## config.mk

```make
export PLATFORM = sky130hd
export DESIGN_NAME = shiftadd_mul
export DESIGN_NICKNAME = d
export VERILOG_FILES = /design/src/rtl/shiftadd_mul_pkg.sv /design/src/rtl/sam_add_lookahead.sv /design/src/rtl/sam_add_ripple.sv /design/src/rtl/sam_adder.sv /design/src/rtl/sam_ctrl.sv /design/src/rtl/shiftadd_mul.sv
export SDC_FILE = /design/constraint.sdc
export NUM_CORES = 1
export LEC_CHECK = 0
export BUFFER_PORTS_ARGS = -buffer_cell sky130_fd_sc_hd__buf_2
export CORE_MARGIN = 3
export CORE_UTILIZATION = 49
export CTS_CLUSTER_SIZE = 14
export DETAILED_ROUTE_END_ITERATION = 6
export HOLD_SLACK_MARGIN = 0.08
export PLACE_DENSITY = 0.72
export SKIP_CTS_REPAIR_TIMING = 1
export SYNTH_ARGS = -nofsm -noshare
export SYNTH_HDL_FRONTEND = slang
export SYNTH_SLANG_ARGS = --single-unit
```

## constraint.sdc

```tcl
create_clock -name clk -period 4.6 [get_ports clk]
set_input_delay 1.38 -clock clk [delete_from_list [all_inputs] [get_ports clk]]
set_output_delay 1.38 -clock clk [all_outputs]
set_load 0.02 [all_outputs]
```

## src/rtl/shiftadd_mul_pkg.sv

```systemverilog
package shiftadd_mul_pkg;

  typedef enum logic {
    ADD_LOOKAHEAD = 1'b0,
    ADD_RIPPLE    = 1'b1
  } adder_kind_e;

endpackage

```

## src/rtl/sam_add_lookahead.sv

```systemverilog
// Carry-lookahead adder: bit propagate/generate, grouped carries.
module sam_add_lookahead #(
  parameter int W     = 32,
  parameter int GROUP = 4
) (
  input  logic [W-1:0] a_i,
  input  logic [W-1:0] b_i,
  output logic [W-1:0] sum_o,
  output logic         cout_o
);
  localparam int NG = W / GROUP;

  logic [W-1:0]  p, g;
  logic [NG-1:0] gp, gg;

  assign p = a_i ^ b_i;
  assign g = a_i & b_i;

  // group propagate / generate
  always_comb begin
    for (int k = 0; k < NG; k++) begin
      logic pp, gacc;
      pp   = 1'b1;
      gacc = 1'b0;
      for (int j = 0; j < GROUP; j++) begin
        gacc = g[k*GROUP+j] | (p[k*GROUP+j] & gacc);
        pp   = pp & p[k*GROUP+j];
      end
      gp[k] = pp;
      gg[k] = gacc;
    end
  end

  // carries across groups, then inside each group
  always_comb begin
    logic cg;
    logic cb;
    cg    = 1'b0;
    sum_o = '0;
    for (int k = 0; k < NG; k++) begin
      cb = cg;
      for (int j = 0; j < GROUP; j++) begin
        sum_o[k*GROUP+j] = p[k*GROUP+j] ^ cb;
        cb = g[k*GROUP+j] | (p[k*GROUP+j] & cb);
      end
      cg = gg[k] | (gp[k] & cg);
    end
    cout_o = cg;
  end

endmodule

```

## src/rtl/sam_add_ripple.sv

```systemverilog
// Ripple-carry adder: chain of full adders from carry-in 0.
module sam_add_ripple #(
  parameter int W = 32
) (
  input  logic [W-1:0] a_i,
  input  logic [W-1:0] b_i,
  output logic [W-1:0] sum_o,
  output logic         cout_o
);
  always_comb begin
    logic cy;
    cy    = 1'b0;
    sum_o = '0;
    for (int i = 0; i < W; i++) begin
      sum_o[i] = a_i[i] ^ b_i[i] ^ cy;
      cy = (a_i[i] & b_i[i]) | ((a_i[i] ^ b_i[i]) & cy);
    end
    cout_o = cy;
  end
endmodule

```

## src/rtl/sam_adder.sv

```systemverilog
module sam_adder
  import shiftadd_mul_pkg::*;
#(
  parameter int          W     = 32,
  parameter int          GROUP = 4,
  parameter adder_kind_e KIND  = ADD_LOOKAHEAD
) (
  input  logic [W-1:0] a_i,
  input  logic [W-1:0] b_i,
  output logic [W-1:0] sum_o,
  output logic         cout_o
);
  generate
    if (KIND == ADD_LOOKAHEAD) begin : g_cla
      sam_add_lookahead #(.W(W), .GROUP(GROUP)) u_add (
        .a_i(a_i), .b_i(b_i), .sum_o(sum_o), .cout_o(cout_o)
      );
    end else begin : g_rca
      sam_add_ripple #(.W(W)) u_add (
        .a_i(a_i), .b_i(b_i), .sum_o(sum_o), .cout_o(cout_o)
      );
    end
  endgenerate
endmodule

```

## src/rtl/sam_ctrl.sv

```systemverilog
// Iteration counter and run/done control.
module sam_ctrl #(
  parameter int N = 32
) (
  input  logic clk,
  input  logic rst_n,
  input  logic start_i,
  output logic load_o,
  output logic step_o,
  output logic busy_o,
  output logic done_o
);
  localparam int CW = (N > 1) ? $clog2(N) : 1;
  localparam logic [CW-1:0] LAST = CW'(N - 1);

  logic          busy_q, busy_d;
  logic          done_q, done_d;
  logic [CW-1:0] cnt_q, cnt_d;
  logic          cnt_en;

  assign load_o = start_i & ~busy_q;
  assign step_o = busy_q;
  assign cnt_en = load_o | busy_q;

  always_comb begin
    busy_d = busy_q;
    done_d = 1'b0;
    cnt_d  = cnt_q;
    if (load_o) begin
      busy_d = 1'b1;
      cnt_d  = '0;
    end else if (busy_q) begin
      cnt_d = cnt_q + 1'b1;
      if (cnt_q == LAST) begin
        busy_d = 1'b0;
        done_d = 1'b1;
      end
    end
  end

  always_ff @(posedge clk or negedge rst_n) begin
    if (!rst_n) begin
      busy_q <= 1'b0;
      done_q <= 1'b0;
      cnt_q  <= '0;
    end else begin
      busy_q <= busy_d;
      done_q <= done_d;
      if (cnt_en) cnt_q <= cnt_d;
    end
  end

  assign busy_o = busy_q;
  assign done_o = done_q;
endmodule

```

## src/rtl/shiftadd_mul.sv

```systemverilog
module shiftadd_mul
  import shiftadd_mul_pkg::*;
#(
  parameter int          W     = 32,
  parameter int          GROUP = 4,
  parameter adder_kind_e ADDER = ADD_LOOKAHEAD
) (
  input  logic           clk,
  input  logic           rst_n,
  input  logic           start_i,
  input  logic [W-1:0]   mcand_i,
  input  logic [W-1:0]   mplier_i,
  output logic           busy_o,
  output logic           done_o,
  output logic [2*W-1:0] prod_o
);
  localparam int PW = 2 * W;

  logic          load, step;
  logic [PW-1:0] acc_q, acc_d;
  logic [W-1:0]  mcand_q;
  logic [W-1:0]  sum;
  logic          cout;
  logic          acc_en;

  sam_ctrl #(.N(W)) u_ctrl (
    .clk(clk), .rst_n(rst_n), .start_i(start_i),
    .load_o(load), .step_o(step), .busy_o(busy_o), .done_o(done_o)
  );

  sam_adder #(.W(W), .GROUP(GROUP), .KIND(ADDER)) u_add (
    .a_i(acc_q[PW-1:W]), .b_i(mcand_q), .sum_o(sum), .cout_o(cout)
  );

  assign acc_en = load | step;

  always_comb begin
    acc_d = acc_q;
    if (load) begin
      acc_d = {{W{1'b0}}, mplier_i};
    end else if (step) begin
      if (acc_q[0]) acc_d = {cout, sum, acc_q[W-1:1]};
      else          acc_d = {1'b0, acc_q[PW-1:1]};
    end
  end

  always_ff @(posedge clk or negedge rst_n) begin
    if (!rst_n) begin
      acc_q   <= '0;
      mcand_q <= '0;
    end else begin
      if (acc_en) acc_q   <= acc_d;
      if (load)   mcand_q <= mcand_i;
    end
  end

  assign prod_o = acc_q;
endmodule

```

======== After elaboration in Yosys (flattened, before gate mapping) ========
Cells that the tools add are included.
word-level totals
  register bits after elaboration ......... 103
  input bits .............................. 67
  output and inout bits ................... 66
  word-level logic and storage cells ...... 181
operators by class
  $add $sub $neg .......................... 1
  equal/unequal tests ..................... 1
  multiplexer cells ....................... 11
  bitwise operators ....................... 161
  reduce and logical (&&, ||, !) cells .... 2
operator list
  cell                   count
  $mux W64               3
  $and A1 B1 Y1          74
  $or A1 B1 Y1           53
  $and A32 B32 Y32       1
  $xor A32 B32 Y32       1
  $xor A1 B1 Y1          31
  $mux W5                2
  $mux W1                6
  $add A5 B1 Y5 const B  1
  $eq A5 B5 Y1 const B   1
  $reduce_and A2 Y1      1
  $reduce_bool A2 Y1     1
  $not A1 Y1             1

======== Logic depth before layout (Yosys ltp) ========
  depth after elaboration ................. 29
  depth in mapped cells ................... 16
  depth with buffers taken out ............ 16

======== Hierarchy ========
From an unflattened synthesis, not the netlist that was laid out.
unflattened totals
  cell total of the unflattened synthesis .. 488
  area total of the unflattened synthesis .. 6002.0 µm²
by module, submodules not included
  module             times used  cells each  area each (µm²)  sequential area each (µm²)
  shiftadd_mul       1           351         4465.5           2402.3
  sam_add_lookahead  1           114         1226.2           0.0
  sam_ctrl           1           23          310.3            175.2

======== Least setup slack after synthesis ========
Ideal clock, no wire load.
  path type ............................... register to register
  start ................................... register acc_q[32], in the netlist prod_o[32]
  end ..................................... register acc_q[61], in the netlist prod_o[61]
  library setup time ...................... 0.135 ns
  arrival ................................. 4.331 ns
  required time ........................... 4.465 ns
  path slack .............................. 0.133 ns
  stages on the path, launching flop included .. 16
  path buffers ............................ 0
  clock period less this slack ............ 4.467 ns
  cells stage by stage .................... dfrtp_1 -> ha_1 -> fa_1 -> fa_1 -> fa_1 -> a31oi_1 -> a21oi_1 -> o31ai_2 -> a41oi_1 -> or2_1 -> fa_1 -> fa_1 -> fa_1 -> mux2_2 -> nand2_1 -> o21ai_0
between the ends
  word-level cells in the longest chain between the ends .. 27
ends and longest elaborated chain
  what                    line                     text
  from (decl)             shiftadd_mul.sv:20       logic [PW-1:0] acc_q, acc_d;
  from (signal assigned)  shiftadd_mul.sv:49       acc_q <= '0;
  from (signal assigned)  shiftadd_mul.sv:52       if (acc_en) acc_q <= acc_d;
  $and A32 B32 Y32        sam_add_lookahead.sv:17  assign g = a_i & b_i;
  $and A1 B1 Y1           sam_add_lookahead.sv:26  gacc = g[k*GROUP+j] | (p[k*GROUP+j] & gacc);
  $or A1 B1 Y1            sam_add_lookahead.sv:26
  $and A1 B1 Y1           sam_add_lookahead.sv:26
  $or A1 B1 Y1            sam_add_lookahead.sv:26
  $and A1 B1 Y1           -
  $or A1 B1 Y1            -
  $and A1 B1 Y1           sam_add_lookahead.sv:46  cg = gg[k] | (gp[k] & cg);
  [... 11 more ...]       -
  $and A1 B1 Y1           sam_add_lookahead.sv:44  cb = g[k*GROUP+j] | (p[k*GROUP+j] & cb);
  $or A1 B1 Y1            sam_add_lookahead.sv:44
  $and A1 B1 Y1           sam_add_lookahead.sv:44
  $or A1 B1 Y1            sam_add_lookahead.sv:44
  $xor A1 B1 Y1           sam_add_lookahead.sv:43  sum_o[k*GROUP+j] = p[k*GROUP+j] ^ cb;
  $mux W64                shiftadd_mul.sv:42       if (acc_q[0]) acc_d = {cout, sum, acc_q[W-1:1]};
  $mux W64                shiftadd_mul.sv:41       end else if (step) begin
  $mux W64                shiftadd_mul.sv:39       if (load) begin
No other way between the ends. The select of a mux whose other input is x is not followed.
A chain may end at the register's enable or synchronous reset.

======== Worst setup path after layout ========
Ends and elaborated chain as after synthesis.

==> run summary <==
The flow ran to the end, and the final reports show no timing, DRC or antenna violations. Yosys printed 0 warnings. For the worst relative slew slack, the log shows 0.194. Based on the critical path, the design can be clocked at up to 226 MHz. Row generation in the floorplan step produced 39 rows.

The worst voltage drop across the vdd grid was 485 uV; the static leakage was 0.00338 uW. The met2 layer usage reported by global route is 0.327, and the number of maximum-capacitance constraint violations is 0. The slew of the pin with the lowest slew margin came out at 1210 ps. After detailed routing, the number of remaining DRC violations is 0.

The time the final worst path needs with I/O delays and setup was 4430 ps. The synthesized design contains 103 register bits. Setup violations remaining at the end of the flow were counted as 0. The total power was 5700 uW. The x dimension of the die works out to 115 um. For the global-route met3 utilization, the log shows 0.0563. During placement, the flow inserted port buffers numbering 132.

The starting density of the core came out at 0.504. Final hold analysis gives a worst-case slack of 465 ps. After detailed routing, the number of vias per cell comes to 5.36.

Number of antenna violations at the first check in global routing: 0. Routing layer with the top usage in global route: met2. Maximum fanout count along the critical path: 2. STA classifies the critical path startpoint as a flip-flop. The detailed router placed 4193 vias in this run. The layout has 977 filler cells. The maximum number of pins on one net before global-route repair came out at 139. The cell repeated most along the worst path is sky130_fd_sc_hd__fa_2.

The synthesized design spends more area on one cell type than any other, namely sky130_fd_sc_hd__dfrtp_1. The kind of critical path is flip-flop to flip-flop. The number of global-route vias before repair was 4249; the share of cells above drive strength 1 was 0.352. The tools report the final hold violation count as 0. Instance count of the mapped netlist: 515. The global-route usage over all layers is 0.201, and the fraction of the cycle the final worst path needs is 0.963. When the netlist entered floorplanning its net count stood at 637.

The floorplan step set the die height to 115 um. Clock skew on the completed layout was measured at 9.20 ps. For this run, the number of standard cells in the final layout without fillers is 783. The die covers 13200 um2. The count of nets after finishing came out at 757. The H-tree generated during clock tree synthesis spans 3 levels.

The count of pins over their slew limit came out at 0. The area share of the largest cell type after synthesis works out to 0.444. The first detailed-routing pass ran for 4 iterations. After clock tree synthesis, the clock-pin slew on the worst setup and hold paths is 70 ps.

Counting the buffers created by CTS gives 9. Detailed placement finished with a half-perimeter wire length of 8570 um. The aggregate routed wire length is 12500 um. At the later pin of the worst-skew pair, clock insertion delay measures 350 ps.

Data arrives at the worst endpoint at 4620 ps. After synthesis the cells add up to 5800 um2. The sum of overflow across all layers after global routing is 0.

The register area share after synthesis was 0.444; the layout overhead on the synthesized area was 20.6%. The core region is 11500 um2. The per-cell routed wire length came out at 16.0 um. The post-detailed-route count of antenna-violating nets was 0. TritonCTS built the clock tree. The global placer's final weighted congestion is 0.787, and the power density over the cells is 815 nW/um2. The violation count after the first detailed-route iteration came out at 225.

STA classifies the critical path endpoint as a flip-flop. On the worst path, the slowest cell contributes a delay of 440 ps. The clock net in this run drives a total of 103 sinks. In this run the count of I/O pins placed on the die edge is 133. The slowest cell on the critical path was sky130_fd_sc_hd__fa_1. The path class of the tightest hold or removal check is flip-flop to flip-flop. For the final routed database, the setup TNS stands at 0 ps. For the worst setup path, the data required time is 4790 ps. The instance count after placement with tap cells included was 767. The tree is rooted in a sky130_fd_sc_hd__clkbuf_16. 0 antenna diodes ended up in the layout. The synthesized area per cell works out to 11.3 um2. In the post-synthesis netlist, the biggest area contributors are sky130_fd_sc_hd__dfrtp_1 (44%), sky130_fd_sc_hd__mux2_2 (11%), sky130_fd_sc_hd__fa_1 (8.3%). The tools report the fraction of met1 tracks used by global routing as 0.272. Walking the worst path, the cells encountered are ha_2, fa_2, fa_2, fa_2, a31oi_4, a21oi_4, o31ai_4, a41oi_2, or2_1, fa_2, fa_2, fa_1, mux2_2, nand2_1, o21ai_1. The clock passes through at most 2 buffers. The global-route wire length before repair is 21100 um, and the post-synthesis cell type count is 37.
-- registers in the layout, indices dropped and copies added, names as in the netlist --
signal / flops
prod_o: 64
u_ctrl.done_o: 1
u_ctrl.busy_o: 1
u_ctrl.cnt_q: 5
mcand_q: 32
-- through the flow --
step | utilization | setup slack, ps | instance area, um2
2_1_floorplan | - | 133 | 5800
3_3_place_gp | 0.572 | -38.3 | 6580
3_5_place_dp | 0.572 | -111 | 6580
4_1_cts | 0.602 | -181 | 6930
5_1_grt | 0.607 | -24.9 | 6990
6_report | 0.607 | 170 | 6990
-- report_power, final --
group | internal [uW] | leakage [uW] | switching (uW)
sequential | 1360 | 0.00125 | 495
combinational | 1400 | 0.00197 | 1550
clock | 534 | 0.000166 | 349
total | 3300 | 0.00338 | 2400
-- routing by layer --
metal | vias up | share of wire
li1 | 2036 | -
met5 | - | 0
met1 | 2051 | 0.46
met4 | 0 | 0.011
met3 | 12 | 0.049
met2 | 94 | 0.48
-- cell usage in the layout, fill, tap and decap left out, drive strengths merged --
cell / count
a21o: 7
buf: 139
o31ai: 1
or2: 1
dfrtp: 103
o22ai: 1
a22o: 2
and4: 1
o211ai: 8
o21a: 2
nand2: 70
nor2: 4
a211o: 1
nor3: 1
nand2b: 32
nor2b: 3
ha: 31
and2: 1
a31oi: 1
xnor2: 7
nand4: 4
clkinvlp: 1
clkinv: 2
o21ai: 67
mux2: 57
a22oi: 1
a41oi: 1
clkbuf: 9
fa: 24
nand3: 2
o2111ai: 1
mux2i: 33
a211oi: 3
bufinv: 3
a21bo: 1
a21oi: 9
inv: 4
and3: 2
-- worst paths after layout --
path,start,endpoint,slack (ps),cells past startpoint
worst max-delay path,prod_o[32],prod_o[61],170,15
worst min-delay path,u_ctrl.cnt_q[3],u_ctrl.cnt_q[3],460,1
worst max register to register,prod_o[32],prod_o[61],170,15
worst min register to register,u_ctrl.cnt_q[3],u_ctrl.cnt_q[3],460,1
max in group asynchronous,rst_n,prod_o[32],2670,2
min in group asynchronous,rst_n,prod_o[49],1030,1
-- final cells by class --
| type | instances | area [um2] | area share |
|---|---|---|---|
| Inverter | 3 | 11.3 | 0.00161 |
| Sequential cell | 103 | 2580 | 0.369 |
| Multi-Input combinational cell | 379 | 3160 | 0.452 |
| Clock inverter | 7 | 120 | 0.0172 |
| Tap cell | 143 | 179 | 0.0256 |
| Timing Repair Buffer | 139 | 716 | 0.102 |
| Clock buffer | 9 | 225 | 0.0322 |
-- synthesized netlist by cell type, drive strengths merged --
cell     number
dfrtp       103
nand2        70
o21ai        67
mux2         57
mux2i        33
nand2b       32
ha           31
fa           24
clkbuf       16
buf          14
a21oi         9
o211ai        8
a21o          7
xnor2         7
nand4         4
nor2          4
a211oi        3
inv           3
nor2b         3
a22o          2
and3          2
nand3         2
o21a          2
a211o         1
a21bo         1
a22oi         1
a31oi         1
a41oi         1
and2          1
and4          1
nor3          1
o2111ai       1
o22ai         1
o31ai         1
or2           1
-- kinds of logic after synthesis --
logic type | after synthesis | share of synthesized area
muxes | 90 | 0.168
adders and majority gates | 55 | 0.150
DFF | 103 | 0.444
xor gates and xnor gates | 7 | 0.0106
buffers and inverters | 33 | 0.0229
AOI/OAI and AO/OA | 106 | 0.106
and+or+nand+nor | 121 | 0.0984
-- worst max-delay path, delay by kind of cell (launching register included) --
family / cells / cell delay (ps)
AO/OA/AOI/OAI: 5 / 810
adder cells (fa/ha/maj): 7 / 2430
flip-flops: 1 / 380
multiplexers: 1 / 280
AND/OR/NAND/NOR: 2 / 340
No activity file was read; power rests on OpenSTA's default activity.
